<file path="src/rtl/fc_pkg.sv">
package fc_pkg;
  localparam int unsigned REG_W  = 8;
  localparam int unsigned ADDR_W = 3;
  localparam int unsigned KIND_W = 2;
  localparam int unsigned SEG_W  = 5;

  localparam logic [ADDR_W-1:0] A_MODE  = 3'd0;
  localparam logic [ADDR_W-1:0] A_LIMIT = 3'd1;
  localparam logic [ADDR_W-1:0] A_RXCNT = 3'd2;
  localparam logic [ADDR_W-1:0] A_TXCNT = 3'd3;
  localparam logic [ADDR_W-1:0] A_CAPT  = 3'd4;

  typedef struct packed {
    logic [KIND_W-1:0] kind;
    logic              rx_dir;
    logic [SEG_W-1:0]  seg;
  } cap_t;
endpackage

</file>
<file path="src/rtl/fc_counters.sv">
module fc_counters
  import fc_pkg::*;
#(
  parameter int unsigned TX_STEP  = 8,
  parameter int unsigned RX_STEP  = 1,
  parameter int unsigned BOFF_TEC = 128
) (
  input  logic             clk_i,
  input  logic             rst_ni,
  input  logic             err_v_i,
  input  logic             err_rx_i,
  input  logic             tx_ok_i,
  input  logic             rx_ok_i,
  input  logic             listen_only_i,
  input  logic             wr_tec_i,
  input  logic             wr_rec_i,
  input  logic [REG_W-1:0] wdata_i,
  input  logic             recover_i,
  output logic [REG_W-1:0] tec_o,
  output logic [REG_W-1:0] rec_o,
  output logic             bus_off_o,
  output logic             boff_enter_o
);
  localparam logic [REG_W:0]   TX_INC = (REG_W+1)'(TX_STEP);
  localparam logic [REG_W:0]   RX_INC = (REG_W+1)'(RX_STEP);
  localparam logic [REG_W-1:0] BOFF_V = REG_W'(BOFF_TEC);
  localparam logic [REG_W-1:0] ONE    = REG_W'(1);

  logic [REG_W-1:0] tec_q, rec_q, tec_d, rec_d;
  logic             boff_q, boff_d;
  logic [REG_W:0]   tec_up, rec_up;

  assign tec_up       = {1'b0, tec_q} + TX_INC;
  assign rec_up       = {1'b0, rec_q} + RX_INC;
  assign boff_enter_o = err_v_i & ~err_rx_i & ~boff_q & tec_up[REG_W];

  always_comb begin
    tec_d  = tec_q;
    rec_d  = rec_q;
    boff_d = boff_q;
    if (recover_i) begin
      tec_d  = '0;
      boff_d = 1'b0;
    end else if (boff_enter_o) begin
      tec_d  = BOFF_V;
      rec_d  = '0;
      boff_d = 1'b1;
    end else begin
      if (!boff_q) begin
        if (err_v_i && !err_rx_i)                  tec_d = tec_up[REG_W-1:0];
        else if (!err_v_i && tx_ok_i && tec_q != '0) tec_d = tec_q - ONE;
        if (!listen_only_i) begin
          if (err_v_i && err_rx_i)
            rec_d = rec_up[REG_W] ? {REG_W{1'b1}} : rec_up[REG_W-1:0];
          else if (!err_v_i && rx_ok_i && rec_q != '0)
            rec_d = rec_q - ONE;
        end
      end
      if (wr_tec_i) tec_d = wdata_i;
      if (wr_rec_i) rec_d = wdata_i;
    end
  end

  always_ff @(posedge clk_i or negedge rst_ni) begin
    if (!rst_ni) begin
      tec_q  <= '0;
      rec_q  <= '0;
      boff_q <= 1'b0;
    end else begin
      tec_q  <= tec_d;
      rec_q  <= rec_d;
      boff_q <= boff_d;
    end
  end

  assign tec_o     = tec_q;
  assign rec_o     = rec_q;
  assign bus_off_o = boff_q;

  p_busoff_load_r4: assert property (@(posedge clk_i) disable iff (!rst_ni)
    $rose(bus_off_o) |-> (tec_o == BOFF_V && rec_o == '0));

  p_tx_step_r2: assert property (@(posedge clk_i) disable iff (!rst_ni)
    (err_v_i && !err_rx_i && !bus_off_o && !boff_enter_o && !wr_tec_i && !recover_i)
    |=> tec_o == $past(tec_o) + TX_INC[REG_W-1:0]);

  p_rec_frozen_r3: assert property (@(posedge clk_i) disable iff (!rst_ni)
    (listen_only_i && !wr_rec_i && !boff_enter_o) |=> $stable(rec_o));

  p_boff_quiet_r4: assert property (@(posedge clk_i) disable iff (!rst_ni)
    (bus_off_o && !recover_i && !wr_tec_i) |=> $stable(tec_o));
endmodule

</file>
<file path="src/rtl/fc_capture.sv">
module fc_capture
  import fc_pkg::*;
(
  input  logic              clk_i,
  input  logic              rst_ni,
  input  logic              err_v_i,
  input  logic [KIND_W-1:0] err_kind_i,
  input  logic              err_rx_i,
  input  logic [SEG_W-1:0]  err_seg_i,
  input  logic              rearm_i,
  output logic [REG_W-1:0]  cap_o,
  output logic              irq_o
);
  cap_t cap_q;
  logic armed_q, irq_q;

  always_ff @(posedge clk_i or negedge rst_ni) begin
    if (!rst_ni) begin
      cap_q   <= '0;
      armed_q <= 1'b1;
      irq_q   <= 1'b0;
    end else begin
      irq_q <= err_v_i & armed_q;
      if (err_v_i && armed_q) begin
        cap_q.kind   <= err_kind_i;
        cap_q.rx_dir <= err_rx_i;
        cap_q.seg    <= err_seg_i;
        armed_q      <= 1'b0;
      end else if (rearm_i) begin
        armed_q <= 1'b1;
      end
    end
  end

  assign cap_o = cap_q;
  assign irq_o = irq_q;

  p_cap_frozen_r8: assert property (@(posedge clk_i) disable iff (!rst_ni)
    (!armed_q && !rearm_i) |=> ($stable(cap_o) && !irq_o));

  p_cap_rearm_r8: assert property (@(posedge clk_i) disable iff (!rst_ni)
    (rearm_i && !err_v_i) |=> armed_q);
endmodule

</file>
<file path="src/rtl/fc_status.sv">
module fc_status
  import fc_pkg::*;
#(
  parameter int unsigned PASS_LVL = 128
) (
  input  logic             clk_i,
  input  logic             rst_ni,
  input  logic [REG_W-1:0] tec_i,
  input  logic [REG_W-1:0] rec_i,
  input  logic [REG_W-1:0] ewl_i,
  input  logic             bus_off_i,
  output logic             err_st_o,
  output logic             passive_o,
  output logic             bus_st_o,
  output logic             irq_warn_o,
  output logic             irq_pass_o
);
  localparam logic [REG_W-1:0] PASS_V = REG_W'(PASS_LVL);

  logic est_q, pas_q, bst_q;

  assign err_st_o  = (tec_i >= ewl_i) | (rec_i >= ewl_i);
  assign passive_o = (tec_i >= PASS_V) | (rec_i >= PASS_V);
  assign bus_st_o  = bus_off_i;

  always_ff @(posedge clk_i or negedge rst_ni) begin
    if (!rst_ni) begin
      est_q <= 1'b0;
      pas_q <= 1'b0;
      bst_q <= 1'b0;
    end else begin
      est_q <= err_st_o;
      pas_q <= passive_o;
      bst_q <= bus_st_o;
    end
  end

  assign irq_warn_o = (err_st_o ^ est_q) | (bus_st_o ^ bst_q);
  assign irq_pass_o = passive_o ^ pas_q;

  p_pass_irq_r7: assert property (@(posedge clk_i) disable iff (!rst_ni)
    (passive_o != $past(passive_o)) |-> irq_pass_o);

  p_bus_irq_r7: assert property (@(posedge clk_i) disable iff (!rst_ni)
    (bus_st_o != $past(bus_st_o)) |-> irq_warn_o);
endmodule

</file>
<file path="src/rtl/fc_regs.sv">
module fc_regs
  import fc_pkg::*;
#(
  parameter int unsigned EWL_RST = 96
) (
  input  logic              clk_i,
  input  logic              rst_ni,
  input  logic [ADDR_W-1:0] addr_i,
  input  logic              wr_i,
  input  logic              rd_i,
  input  logic [REG_W-1:0]  wdata_i,
  input  logic              boff_enter_i,
  input  logic              bus_off_i,
  input  logic [REG_W-1:0]  tec_i,
  input  logic [REG_W-1:0]  rec_i,
  input  logic [REG_W-1:0]  cap_i,
  output logic [REG_W-1:0]  rdata_o,
  output logic              mode_o,
  output logic [REG_W-1:0]  ewl_o,
  output logic              wr_tec_o,
  output logic              wr_rec_o,
  output logic              recover_o,
  output logic              rearm_o
);
  logic             mode_q;
  logic [REG_W-1:0] ewl_q;
  logic             wr_mode, wr_ewl;

  assign wr_mode   = wr_i && (addr_i == A_MODE);
  assign wr_ewl    = wr_i && (addr_i == A_LIMIT) && mode_q;
  assign wr_rec_o  = wr_i && (addr_i == A_RXCNT) && mode_q;
  assign wr_tec_o  = wr_i && (addr_i == A_TXCNT) && mode_q;
  assign recover_o = wr_mode && !wdata_i[0] && bus_off_i;
  assign rearm_o   = rd_i && (addr_i == A_CAPT);

  always_ff @(posedge clk_i or negedge rst_ni) begin
    if (!rst_ni) begin
      mode_q <= 1'b1;
      ewl_q  <= REG_W'(EWL_RST);
    end else begin
      if (boff_enter_i)  mode_q <= 1'b1;
      else if (wr_mode)  mode_q <= wdata_i[0];
      if (wr_ewl)        ewl_q  <= wdata_i;
    end
  end

  always_comb begin
    case (addr_i)
      A_MODE:  rdata_o = {{(REG_W-1){1'b0}}, mode_q};
      A_LIMIT: rdata_o = ewl_q;
      A_RXCNT: rdata_o = rec_i;
      A_TXCNT: rdata_o = tec_i;
      A_CAPT:  rdata_o = cap_i;
      default: rdata_o = '0;
    endcase
  end

  assign mode_o = mode_q;
  assign ewl_o  = ewl_q;

  p_mode_forced_r4: assert property (@(posedge clk_i) disable iff (!rst_ni)
    boff_enter_i |=> mode_o);

  p_cfg_lock_r9: assert property (@(posedge clk_i) disable iff (!rst_ni)
    !mode_o |=> $stable(ewl_o));
endmodule

</file>
<file path="src/rtl/can_fault_confine.sv">
module can_fault_confine
  import fc_pkg::*;
#(
  parameter int unsigned TX_STEP  = 8,
  parameter int unsigned RX_STEP  = 1,
  parameter int unsigned PASS_LVL = 128,
  parameter int unsigned BOFF_TEC = 128,
  parameter int unsigned EWL_RST  = 96
) (
  input  logic        clk_i,
  input  logic        rst_ni,
  input  logic        err_valid_i,
  input  logic [1:0]  err_kind_i,
  input  logic        err_rx_i,
  input  logic [4:0]  err_seg_i,
  input  logic        tx_ok_i,
  input  logic        rx_ok_i,
  input  logic        listen_only_i,
  input  logic [2:0]  reg_addr_i,
  input  logic        reg_wr_i,
  input  logic        reg_rd_i,
  input  logic [7:0]  reg_wdata_i,
  output logic [7:0]  reg_rdata_o,
  output logic        reset_mode_o,
  output logic        err_status_o,
  output logic        bus_status_o,
  output logic        err_passive_o,
  output logic        irq_warn_o,
  output logic        irq_passive_o,
  output logic        irq_bus_err_o
);
  logic [REG_W-1:0] tec, rec, ewl, cap;
  logic             bus_off, boff_enter, wr_tec, wr_rec, recover, rearm;

  fc_counters #(
    .TX_STEP (TX_STEP),
    .RX_STEP (RX_STEP),
    .BOFF_TEC(BOFF_TEC)
  ) u_cnt (
    .clk_i        (clk_i),
    .rst_ni       (rst_ni),
    .err_v_i      (err_valid_i),
    .err_rx_i     (err_rx_i),
    .tx_ok_i      (tx_ok_i),
    .rx_ok_i      (rx_ok_i),
    .listen_only_i(listen_only_i),
    .wr_tec_i     (wr_tec),
    .wr_rec_i     (wr_rec),
    .wdata_i      (reg_wdata_i),
    .recover_i    (recover),
    .tec_o        (tec),
    .rec_o        (rec),
    .bus_off_o    (bus_off),
    .boff_enter_o (boff_enter)
  );

  fc_capture u_cap (
    .clk_i     (clk_i),
    .rst_ni    (rst_ni),
    .err_v_i   (err_valid_i),
    .err_kind_i(err_kind_i),
    .err_rx_i  (err_rx_i),
    .err_seg_i (err_seg_i),
    .rearm_i   (rearm),
    .cap_o     (cap),
    .irq_o     (irq_bus_err_o)
  );

  fc_status #(.PASS_LVL(PASS_LVL)) u_st (
    .clk_i     (clk_i),
    .rst_ni    (rst_ni),
    .tec_i     (tec),
    .rec_i     (rec),
    .ewl_i     (ewl),
    .bus_off_i (bus_off),
    .err_st_o  (err_status_o),
    .passive_o (err_passive_o),
    .bus_st_o  (bus_status_o),
    .irq_warn_o(irq_warn_o),
    .irq_pass_o(irq_passive_o)
  );

  fc_regs #(.EWL_RST(EWL_RST)) u_regs (
    .clk_i       (clk_i),
    .rst_ni      (rst_ni),
    .addr_i      (reg_addr_i),
    .wr_i        (reg_wr_i),
    .rd_i        (reg_rd_i),
    .wdata_i     (reg_wdata_i),
    .boff_enter_i(boff_enter),
    .bus_off_i   (bus_off),
    .tec_i       (tec),
    .rec_i       (rec),
    .cap_i       (cap),
    .rdata_o     (reg_rdata_o),
    .mode_o      (reset_mode_o),
    .ewl_o       (ewl),
    .wr_tec_o    (wr_tec),
    .wr_rec_o    (wr_rec),
    .recover_o   (recover),
    .rearm_o     (rearm)
  );
endmodule

</file>
<file path="config.mk">
export PLATFORM = sky130hd
export DESIGN_NAME = can_fault_confine
export DESIGN_NICKNAME = d
export VERILOG_FILES = /design/src/rtl/fc_pkg.sv /design/src/rtl/fc_counters.sv /design/src/rtl/fc_capture.sv /design/src/rtl/fc_status.sv /design/src/rtl/fc_regs.sv /design/src/rtl/can_fault_confine.sv
export SDC_FILE = /design/constraint.sdc
export NUM_CORES = 1
export LEC_CHECK = 0
export BUFFER_PORTS_ARGS = -buffer_cell sky130_fd_sc_hd__buf_2
export CAP_MARGIN = 20
export CORE_UTILIZATION = 55
export DETAILED_ROUTE_END_ITERATION = 12
export PLACE_DENSITY = 0.88
export SYNTH_ARGS = -nofsm -noshare
export SYNTH_HDL_FRONTEND = slang
export SYNTH_SLANG_ARGS = --single-unit
</file>
<file path="constraint.sdc">
create_clock -name clk_i -period 5.3 [get_ports clk_i]
set_input_delay 0.265 -clock clk_i [delete_from_list [all_inputs] [get_ports clk_i]]
set_output_delay 0.265 -clock clk_i [all_outputs]
set_load 0.005 [all_outputs]
</file>
==> results_dict.tcl <==
set metrics [dict create \
    status "complete, no violations" \
    diodes 0 \
    clock_skew_ps 8.08 \
    setup_violations 0 \
    cap_violations 0 \
    clk_latency_ps 300 \
    fp.coreArea_um2 5110 \
    power.leakage_nw 1.45 \
    ant_nets 0 \
    fin_crit_sh_pct 50.7 \
    worst_setup_path_end_kind "primary output" \
    rows 26 \
    synth_top_area_cell "dfrtp_1" \
    antenna_found_initial 0 \
    power_per_cell_area_nw_per_um2 475 \
    synthArstFlopShare_pct 100 \
    synth-edff-count 0 \
    cp_max_fo 4 \
    wl_per_cell_um 17.0 \
    nets 435 \
    cp.required_ps 5040 \
    rsz0062_at_grt "no" \
    drive_gt1_share_pct 18.1 \
    power.total_mw 1.54 \
    syn_area_um2 2910 \
    drtIter0Drc 359 \
    first_global_vias 2620 \
    grt_first_pass_wirelength_um 12900 \
    crit_chain "inv_1 > ha_1 > a21oi_1 > nor2_1 > a2111oi_0 > nand4_1 > xnor2_1 > nand2_1 > buf_2" \
    grtUsageTotal_pct 30.4 \
    hold_viol 0 \
    die_area_um2 5590 \
    tritoncts "yes" \
    place.gp.congestion 0.944 \
    crit_family "compound AO/OA/AOI/OAI gates" \
    initial_core_util_pct 57.0 \
    cts-hold-fix-buffers 0 \
    crit_buf_inv 2 \
    port_buffers 41 \
    ir_drop_mv 0.244 \
    worst-path-stages 9 \
    ctsResizeCount 0 \
    syn_avg_cell_area_um2 8.20 \
    ys_warn_count 0 \
    rr_worst_depth 7 \
    worst_pin_slew_ps 883 \
    root_buffer "clkbuf_8" \
    htree_levels 2 \
    slowest_stage "dfstp_2" \
    slew_headroom_pct 41.1 \
    cts_max_path_buffers 2 \
    slowest_delay_ps 520 \
    yosys.cell_types.count 51 \
    grt_overflow 0 \
    area_growth_pct 11.2 \
    cts_setup_buffers 0 \
    cts_buffers 5 \
    synth.top_cell.area_share_pct 30.1 \
    drv_slew 0 \
    cts_sinks 39 \
    first_pass_iters 5 \
    clkTransAtPathRegs_ps 80 \
    max_freq_ghz 0.372 \
    synth_ff_type "dfrtp_1" \
    ys_seq_elements 39 \
    crit_arrival_ps 2420 \
    vias_per_cell 6.20 \
    wl_um 7730 \
    drc 0 \
    final.setup.tns_ps 0 \
    dp_hpwl_um 5680 \
    synth.net_count 405 \
    seq_area_frac_synth_pct 33.7 \
    num_vias 2829 \
    io-pin-count 42 \
    synth_cells 355 \
    die_w_um 74.8 \
    die_y_um 74.8 \
    critPathKind "register to primary output" \
    period_needed_ps 2690 \
    synthTopCellsByArea "dfrtp_1 (30%), ha_1 (9.9%), o21ai_0 (7.9%), nand2_1 (6.6%), a21oi_1 (4.6%)" \
    grt_start_max_net_pins 40 \
    min_path_type "input pin to asynchronous set/reset pin" \
    cp-start-kind "register" \
    final_util_pct 63.4 \
]
[cell type report]
| class | instances | area [um2] |
|---|---|---|
| fillers | 450 | 1870 |
| multi-input cells | 282 | 1790 |
| flip-flops and latches | 39 | 981 |
| repair buffers | 41 | 205 |
| well taps | 70 | 87.6 |
| clock buffers | 6 | 82.6 |
| inverters | 16 | 60.1 |
| clock inverters | 2 | 35.0 |
[report_power, final]
part	total, mW	internal [mW]	leakage (nW)	switching (mW)
logic	0.676	0.309	0.925	0.367
registers	0.601	0.413	0.467	0.189
clock network	0.261	0.152	0.0612	0.109
[routing by layer]
layer	track usage [%]	up-vias	part of all wire, %
li1	-	1342	-
met1	42.0	1321	44
met2	48.2	148	46
met3	6.96	18	7.9
met4	8.18	0	1.4
met5	0	-	0
[state kept, by name, summed over array words and instances (netlist names)]
name,flops
u_cnt.tec_o,8
u_st.bst_q,1
u_cap.armed_q,1
u_regs.ewl_o,8
u_regs.mode_o,1
u_cnt.bus_off_o,1
u_cnt.rec_o,8
u_st.est_q,1
u_cap.cap_o,8
u_st.pas_q,1
u_cap.irq_o,1
[cell usage in the layout, fill, tap and decap left out, types with 4 or more instances in the layout]
cell and instances:
o21ai_0 46, mux2i_1 4, nand3_1 6, dfrtp_1 35, ha_1 23, nor3_1 8, dfstp_2 4, a21oi_1 27
clkbuf_8 6, nand2_1 51, nand4_1 7, inv_1 16, or3_1 4, mux2_2 11, nor2_1 22, a22oi_1 11
nor2b_1 5, o31ai_1 6, buf_2 41, xnor2_1 5
[worst paths after layout]
kind	from	endpoint	slack, ps
hold reg to reg	u_cap.armed_q$_DFFE_PN1P_	u_cap.armed_q$_DFFE_PN1P_	490
setup / recovery	u_regs.ewl_o[5]$_DFFE_PN1P_	irq_warn_o	2610
hold / removal	rst_ni	u_cnt.tec_o[6]$_DFFE_PN0P_	80
setup reg to reg	u_cnt.rec_o[0]$_DFFE_PN0P_	u_cnt.rec_o[3]$_DFFE_PN0P_	2960
max in group asynchronous	rst_ni	u_cap.cap_o[1]$_DFFE_PN0P_	4660
min in group clk_i	reg_rd_i	u_cap.armed_q$_DFFE_PN1P_	180
[cells by family (layout without fill, tap and decap cells)]
logic type / Yosys count / count (layout) / share of synthesized area, %
flip-flops: 39 / 39 / 33.7
multiplexers: 15 / 15 / 5.63
buffers and inverters: 34 / 65 / 4.98
AO/OA/AOI/OAI: 112 / 112 / 23.0
AND/OR/NAND/NOR: 126 / 126 / 21.0
XOR/XNOR: 6 / 6 / 1.80
adder cells (fa/ha/maj): 23 / 23 / 9.88
[metrics by stage]
stage / cell area [um2] / worst slack, ps / hold slack [ps] / cells
after floorplan: 2910 / 3250 / -30.6 / 355
after global placement: 3120 / 3040 / 426 / 448
after detailed placement: 3120 / 2940 / 436 / 448
after CTS: 3240 / 2620 / 117 / 456
after global routing: 3240 / 2400 / 157 / 456
final: 3240 / 2610 / 83.5 / 456
[synthesized netlist by cell type, types with 7 or more instances]
cell and n:
mux2_2 11, nor3_1 8, ha_1 23, nand4_1 7
nand2_1 51, a21oi_1 27, clkbuf_1 14, nor2_1 22
inv_1 16, o21ai_0 46, dfrtp_1 35, a22oi_1 11
(Power assumes the default switching activity.)
